**config.mk**
```make
export PLATFORM = sky130hd
export DESIGN_NAME = busen_cal_pin
export DESIGN_NICKNAME = d
export VERILOG_FILES = /design/src/rtl/busen_cal_pkg.sv /design/src/rtl/ebus_strobe_win.sv /design/src/rtl/slow_clk_div.sv /design/src/rtl/pin_func_sel.sv /design/src/rtl/busen_cal_pin.sv
export SDC_FILE = /design/constraint.sdc
export NUM_CORES = 1
export LEC_CHECK = 0
export BUFFER_PORTS_ARGS = -buffer_cell sky130_fd_sc_hd__buf_4
export CAP_MARGIN = 40
export CORE_AREA = 2 2 82 84
export DETAILED_ROUTE_END_ITERATION = 10
export DIE_AREA = 0 0 84 86
export REMOVE_ABC_BUFFERS = 1
export SKIP_LAST_GASP = 1
export SYNTH_ARGS = -nofsm -noshare
export SYNTH_HDL_FRONTEND = slang
export SYNTH_HIERARCHICAL = 1
export SYNTH_SLANG_ARGS = --single-unit
```
**constraint.sdc**
```tcl
create_clock -name clk_i -period 2.07 [get_ports clk_i]
set_input_delay 0.414 -clock clk_i [delete_from_list [all_inputs] [get_ports clk_i]]
set_output_delay 0.414 -clock clk_i [all_outputs]
set_load 0.05 [all_outputs]
```
**src/rtl/busen_cal_pkg.sv**
```systemverilog
package busen_cal_pkg;

    typedef enum logic [1:0] {
        SEL_OFF    = 2'd0,
        SEL_STROBE = 2'd1,
        SEL_INVE   = 2'd2,
        SEL_CAL    = 2'd3
    } pin_sel_e;

    typedef struct packed {
        logic strobe_off;
        logic inv_e_en;
        logic cal_en;
    } pin_cfg_t;

    localparam pin_cfg_t CFG_RESET = '{strobe_off: 1'b0, inv_e_en: 1'b0, cal_en: 1'b1};

    localparam logic [1:0] PH_LAST = 2'd3;

endpackage

```
**src/rtl/ebus_strobe_win.sv**
```systemverilog
module ebus_strobe_win #(
    parameter int STR_W = 2
) (
    input  logic             clk_i,
    input  logic             rst_ni,
    input  logic [1:0]       eph_i,
    input  logic [STR_W-1:0] stretch_i,
    output logic             win_o,
    output logic [STR_W-1:0] cyc_o
);
    import busen_cal_pkg::*;

    typedef struct packed {
        logic [STR_W-1:0] cyc;
    } st_t;

    st_t st_d, st_q;
    logic last_cyc;

    always_comb begin
        st_d     = st_q;
        last_cyc = (st_q.cyc >= stretch_i);
        if (eph_i == PH_LAST) begin
            st_d.cyc = last_cyc ? '0 : st_q.cyc + 1'b1;
        end
        if (stretch_i == '0) begin
            win_o = eph_i[1];
        end else begin
            win_o = (st_q.cyc == stretch_i) && (eph_i == PH_LAST);
        end
    end

    always_ff @(posedge clk_i or negedge rst_ni) begin
        if (!rst_ni) begin
            st_q <= '0;
        end else begin
            st_q <= st_d;
        end
    end

    assign cyc_o = st_q.cyc;

endmodule

```
**src/rtl/slow_clk_div.sv**
```systemverilog
module slow_clk_div #(
    parameter int DIV_W = 8
) (
    input  logic             clk_i,
    input  logic             rst_ni,
    input  logic [DIV_W-1:0] req_i,
    output logic             cal_o,
    output logic             lvl_o,
    output logic [DIV_W-1:0] act_n_o
);
    localparam logic [DIV_W-1:0] ONE = {{(DIV_W-1){1'b0}}, 1'b1};

    typedef struct packed {
        logic [DIV_W-1:0] n;
        logic [DIV_W-1:0] cnt;
        logic             lvl;
    } st_t;

    st_t st_d, st_q;

    always_comb begin
        st_d = st_q;
        if (st_q.n == '0) begin
            st_d.n   = req_i;
            st_d.cnt = ONE;
            st_d.lvl = 1'b1;
        end else if (st_q.cnt == st_q.n) begin
            st_d.lvl = ~st_q.lvl;
            st_d.cnt = ONE;
            if (!st_q.lvl) begin
                st_d.n = req_i;
            end
        end else begin
            st_d.cnt = st_q.cnt + ONE;
        end
    end

    always_ff @(posedge clk_i or negedge rst_ni) begin
        if (!rst_ni) begin
            st_q <= '{n: '0, cnt: ONE, lvl: 1'b1};
        end else begin
            st_q <= st_d;
        end
    end

    assign cal_o   = (st_q.n == '0) ? clk_i : st_q.lvl;
    assign lvl_o   = st_q.lvl;
    assign act_n_o = st_q.n;

endmodule

```
**src/rtl/pin_func_sel.sv**
```systemverilog
module pin_func_sel (
    input  logic                    expanded_i,
    input  busen_cal_pkg::pin_cfg_t cfg_i,
    input  logic                    win_i,
    input  logic                    e_high_i,
    input  logic                    cal_i,
    output busen_cal_pkg::pin_sel_e sel_o,
    output logic                    pin_o,
    output logic                    oe_o
);
    import busen_cal_pkg::*;

    always_comb begin
        if (expanded_i && !cfg_i.strobe_off) begin
            sel_o = SEL_STROBE;
        end else if (cfg_i.strobe_off && cfg_i.inv_e_en) begin
            sel_o = SEL_INVE;
        end else if (cfg_i.cal_en) begin
            sel_o = SEL_CAL;
        end else begin
            sel_o = SEL_OFF;
        end

        unique case (sel_o)
            SEL_STROBE: pin_o = ~win_i;
            SEL_INVE:   pin_o = ~e_high_i;
            SEL_CAL:    pin_o = cal_i;
            default:    pin_o = 1'b0;
        endcase
        oe_o = (sel_o != SEL_OFF);
    end

endmodule

```
**src/rtl/busen_cal_pin.sv**
```systemverilog
module busen_cal_pin #(
    parameter int STR_W = 2,
    parameter int DIV_W = 8
) (
    input  logic             clk_i,
    input  logic             rst_ni,
    input  logic             expanded_i,
    input  logic [1:0]       eph_i,
    input  logic [STR_W-1:0] stretch_i,
    input  logic             cfg_we_i,
    input  logic             strobe_off_i,
    input  logic             inv_e_en_i,
    input  logic             cal_en_i,
    input  logic [DIV_W-1:0] div_i,
    output logic             pin_o,
    output logic             pin_oe_o
);
    import busen_cal_pkg::*;

    typedef struct packed {
        pin_cfg_t         cfg;
        logic [DIV_W-1:0] div_req;
    } st_t;

    st_t st_d, st_q;

    logic             win;
    logic [STR_W-1:0] cyc;
    logic             cal_clk;
    logic             div_lvl;
    logic [DIV_W-1:0] div_act;
    pin_sel_e         sel;

    always_comb begin
        st_d = st_q;
        if (cfg_we_i) begin
            st_d.cfg.strobe_off = strobe_off_i;
            st_d.cfg.inv_e_en   = inv_e_en_i;
            st_d.cfg.cal_en     = cal_en_i;
            st_d.div_req        = div_i;
        end
    end

    always_ff @(posedge clk_i or negedge rst_ni) begin
        if (!rst_ni) begin
            st_q <= '{cfg: CFG_RESET, div_req: '0};
        end else begin
            st_q <= st_d;
        end
    end

    ebus_strobe_win #(.STR_W(STR_W)) u_win (
        .clk_i     (clk_i),
        .rst_ni    (rst_ni),
        .eph_i     (eph_i),
        .stretch_i (stretch_i),
        .win_o     (win),
        .cyc_o     (cyc)
    );

    slow_clk_div #(.DIV_W(DIV_W)) u_div (
        .clk_i   (clk_i),
        .rst_ni  (rst_ni),
        .req_i   (st_q.div_req),
        .cal_o   (cal_clk),
        .lvl_o   (div_lvl),
        .act_n_o (div_act)
    );

    pin_func_sel u_sel (
        .expanded_i (expanded_i),
        .cfg_i      (st_q.cfg),
        .win_i      (win),
        .e_high_i   (eph_i[1]),
        .cal_i      (cal_clk),
        .sel_o      (sel),
        .pin_o      (pin_o),
        .oe_o       (pin_oe_o)
    );

endmodule

```
# ---- Word-level counts from Yosys, hierarchy flattened
# Index checks and enable logic that the tools add are counted.
dict set report classes {
  n_addsub 2
  n_mul 0
  div 0
  order_cmp 1
  n_eq_ne 7
  shift 0
  muxes 12
  bitwise_logic 3
  reduce_logical 9
}
# operator n
set op_table {}
lappend op_table {{2-to-1 mux 8 bit} 3}
lappend op_table {{2-to-1 mux 17 bit} 1}
lappend op_table {{adder 8 x 1 -> 8 bit, second input constant} 1}
lappend op_table {{equality test 8 bit} 1}
lappend op_table {{logical NOT 8 bit} 1}
lappend op_table {{2-to-1 mux 2 bit} 4}
lappend op_table {{equality test 2 bit, second input constant} 3}
lappend op_table {{nonzero test 2 bit} 2}
lappend op_table {{logical AND 1 bit} 3}
lappend op_table {{2-to-1 mux 1 bit} 3}
lappend op_table {{inverter 1 bit} 3}
lappend op_table {{one-hot mux 1 bit (3 select lines)} 1}
lappend op_table {{adder 2 x 1 -> 2 bit, second input constant} 1}
lappend op_table {{equality test 2 x 1 -> 1 bit, second input constant} 1}
lappend op_table {{equality test 2 bit} 1}
lappend op_table {{>= comparator 2 bit} 1}
lappend op_table {{logical NOT 2 bit} 1}
lappend op_table {{!= test 2 bit, second input constant} 1}
lappend op_table {{AND reduction 2 bit} 1}
lappend op_table {{logical NOT 1 bit} 1}
dict set report totals {
  regBits 30
  latchBits 0
  mem_bits_rw 0
  rom_bits 0
  inputBits 19
  output_inout_bits 2
  elab_cells 42
  mem_count 0
}

# ---- Logic depth before layout (Yosys ltp)
dict set report logic_depth {
  depth_word 5
  mapped_depth 7
  mapped_depth_nobuf 7
}

# ---- Hierarchy
# Netlist, hierarchy kept.
# mod n_inst cells_per_inst area_per_inst_um2 seq_area_each_um2
set by_module_without_submodules {}
lappend by_module_without_submodules {slow_clk_div 1 78 858.3 427.9}
lappend by_module_without_submodules {busen_cal_pin 1 23 449.2 276.5}
lappend by_module_without_submodules {ebus_strobe_win 1 18 170.2 50.0}
lappend by_module_without_submodules {pin_func_sel 1 12 67.6 0.0}

==> impl_metrics.env <==
export IMPL_endpoint_kind="primary output"
export IMPL_worstSetupPathType="reg -> out"
export IMPL_drv_cap=0
export IMPL_placed_area_sq_um=1742
export IMPL_fin_ws_ns=-0.3701
export IMPL_violations="setup timing"
export IMPL_ant_nets=0
export IMPL_cpLargestDelayFamily="simple AND/OR/NAND/NOR gates"
export IMPL_path_max_fanout=2
export IMPL_required_ns=1.66
export IMPL_vias=1109
export IMPL_final_nets=186
export IMPL_hold_viol=0
export IMPL_die_area_sq_um=7224
export IMPL_placed_cells=221
export IMPL_setup_viol=4
export IMPL_die_h_microns=86
export IMPL_final_core_util_pct=32.27
export IMPL_netlist_area_sq_um=1473
export IMPL_die_w_microns=84
export IMPL_ir_worst_vdd_v=0.0006387
export IMPL_total_power_mw=2.647
export IMPL_rows=29
export IMPL_gr_usage_all_layers_pct=9.892
export IMPL_avgSynthCellArea_sq_um=12.27
export IMPL_fin_tns_setup_ns=-0.3701
export IMPL_avgViaCountPerCell=4.564
export IMPL_power_density_nw_per_um2=1306
export IMPL_drtIter0Drc=24
export IMPL_ios=21
export IMPL_postSynthCellCount=120
export IMPL_stdcell_area_sq_um=2026
export IMPL_reg2reg_depth=6
export IMPL_timing_hold_ws_ns=0.2557
export IMPL_clk_latency_ns=0.38
export IMPL_cts_tree="built"
export IMPL_cp_cell_sequence="nor4_4 > nand2_1 > nand2_2 > nand2_4 > nand2_4 > clkbuf_8 > mux2i_1 > o22a_1 > buf_6"
export IMPL_yosysWarningCount=6
export IMPL_firstDrtPassIters=6
export IMPL_crit_buf_inv=2
export IMPL_grt_max_degree=31
export IMPL_fill_cells=652
export IMPL_drc=0
export IMPL_cpPeakStageDelay_ns=0.41
export IMPL_place_gp_congestion=0.7166
export IMPL_period_needed_ns=2.440
export IMPL_hpwl_microns=1976
export IMPL_path_clk_slew_ns=0.06
export IMPL_syn_to_final_growth_pct=37.55
export IMPL_grt_pass1_vias=1245
export IMPL_grt_pass1_wl_microns=5388
export IMPL_timing_critical_path_mode_cell="nand2_4"
export IMPL_drt_total_wl_microns=3008
export IMPL_swShare_pct=33.93
export IMPL_p_comb_share_pct=35.2
export IMPL_start_kind="flop"
export IMPL_place_ws_ns=0.03478
export IMPL_clock_skew_ns=0.003418
export IMPL_status="complete, but fails checks"
export IMPL_layout_drive_gt1_share_pct=42.17
export IMPL_slew_headroom_pct=75.16
export IMPL_slowest_stage="dfrtp_1"
export IMPL_layoutNonFillerInstCount=243
export IMPL_regToRegSetupSlack_ns=0.10
export IMPL_grt_overflow_total=0
export IMPL_p_int_mw=1.749
export IMPL_maxSlewViolCount=0
export IMPL_start_util_pct=23.46
export IMPL_p_clk_share_pct=25.9
export IMPL_rsz0062_at_grt="true"
export IMPL_wl_per_cell_microns=12.38
export IMPL_whs_path_depth=2
export IMPL_holdCritPathClass="in -> reg"
export IMPL_n_antenna_cell=0
export IMPL_switchingPower_mw=0.8980
export IMPL_p_leak_nw=0.9054
export IMPL_cp_num_cells=9
export IMPL_port_buffers=20
export IMPL_period_share_pct=117.9
export IMPL_worst_slew_pin_slew_ns=0.3726
export IMPL_p_seq_share_pct=38.9
export IMPL_antenna_found_initial=0
export IMPL_core_sq_um=6277
export IMPL_arrival_ns=2.03
export IMPL_fmax_mhz=409.8
repair_timing:
item / 4_1_cts / 5_1_grt
gates resized for setup: 12 / 0
buffers inserted: 5 / 3
hold buffers: 1 / 0
pin swaps: 6 / 1
endpoints found under the hold margin: 27 / 0
endpoints found under the setup margin: 5 / 5
cells in the final DEF, fill, tap and decap left out, drive strengths merged, types with 3 or more instances in the layout:
master / n
nor2: 9
dfstp: 3
inv: 5
nand2: 7
o21ai: 5
ha: 3
xnor2: 12
nand3: 5
a32o: 8
mux2: 11
clkbuf: 12
buf: 35
dfrtp: 27
area by class of cell:
cell class              count  area (sq um)  share of cell area [%]
well taps                  77         96.34                   4.756
inverters                   5         18.77                  0.9265
clock buffers              13         156.4                   7.721
clock inverters             1         5.005                  0.2471
repair buffers             35         265.3                   13.09
multi-input cells          82         729.5                   36.01
flip-flops and latches     30         754.5                   37.25
final timing paths:
| check | startpoint | endpoint |
|---|---|---|
| worst max-delay path | u_div/act_n_o[3] | pin_o |
| worst min-delay path | div_i[6] | st_q[6] |
| worst max register to register | u_div/act_n_o[7] | u_div/act_n_o[4] |
| worst min register to register | st_q[5] | st_q[5] |
| max in group asynchronous | rst_ni | u_div/st_q[1] |
| min in group asynchronous | rst_ni | st_q[1] |
per-layer routing:
layer | wire length [microns] | GRT usage (%) | vias up
met1 | 1242 | 10.22 | 552
li1 | - | - | 523
met4 | 50 | 7.478 | 0
met5 | 0 | 0 | -
met3 | 186 | 6.449 | 7
met2 | 1528 | 14.33 | 27
registers in the layout, summed over array words and instances, names as in the netlist:
name and cells:
st_q 11, u_div/act_n_o 8, u_div/st_q 8, u_win/cyc_o 2
u_div/lvl_o 1
power groups by stage:
| stage | registers [mW] | logic [mW] | clock network, mW |
|---|---|---|---|
| after global placement | 1.01 | 0.745 | 0.0425 |
| after floorplan | 0.964 | 0.556 | 0.0355 |
| final | 1.03 | 0.931 | 0.686 |
| after CTS | 1.03 | 0.888 | 0.720 |
| after detailed placement | 1.02 | 0.759 | 0.0424 |
| after global routing | 1.06 | 1.04 | 0.759 |
(Power assumes the default switching activity.)
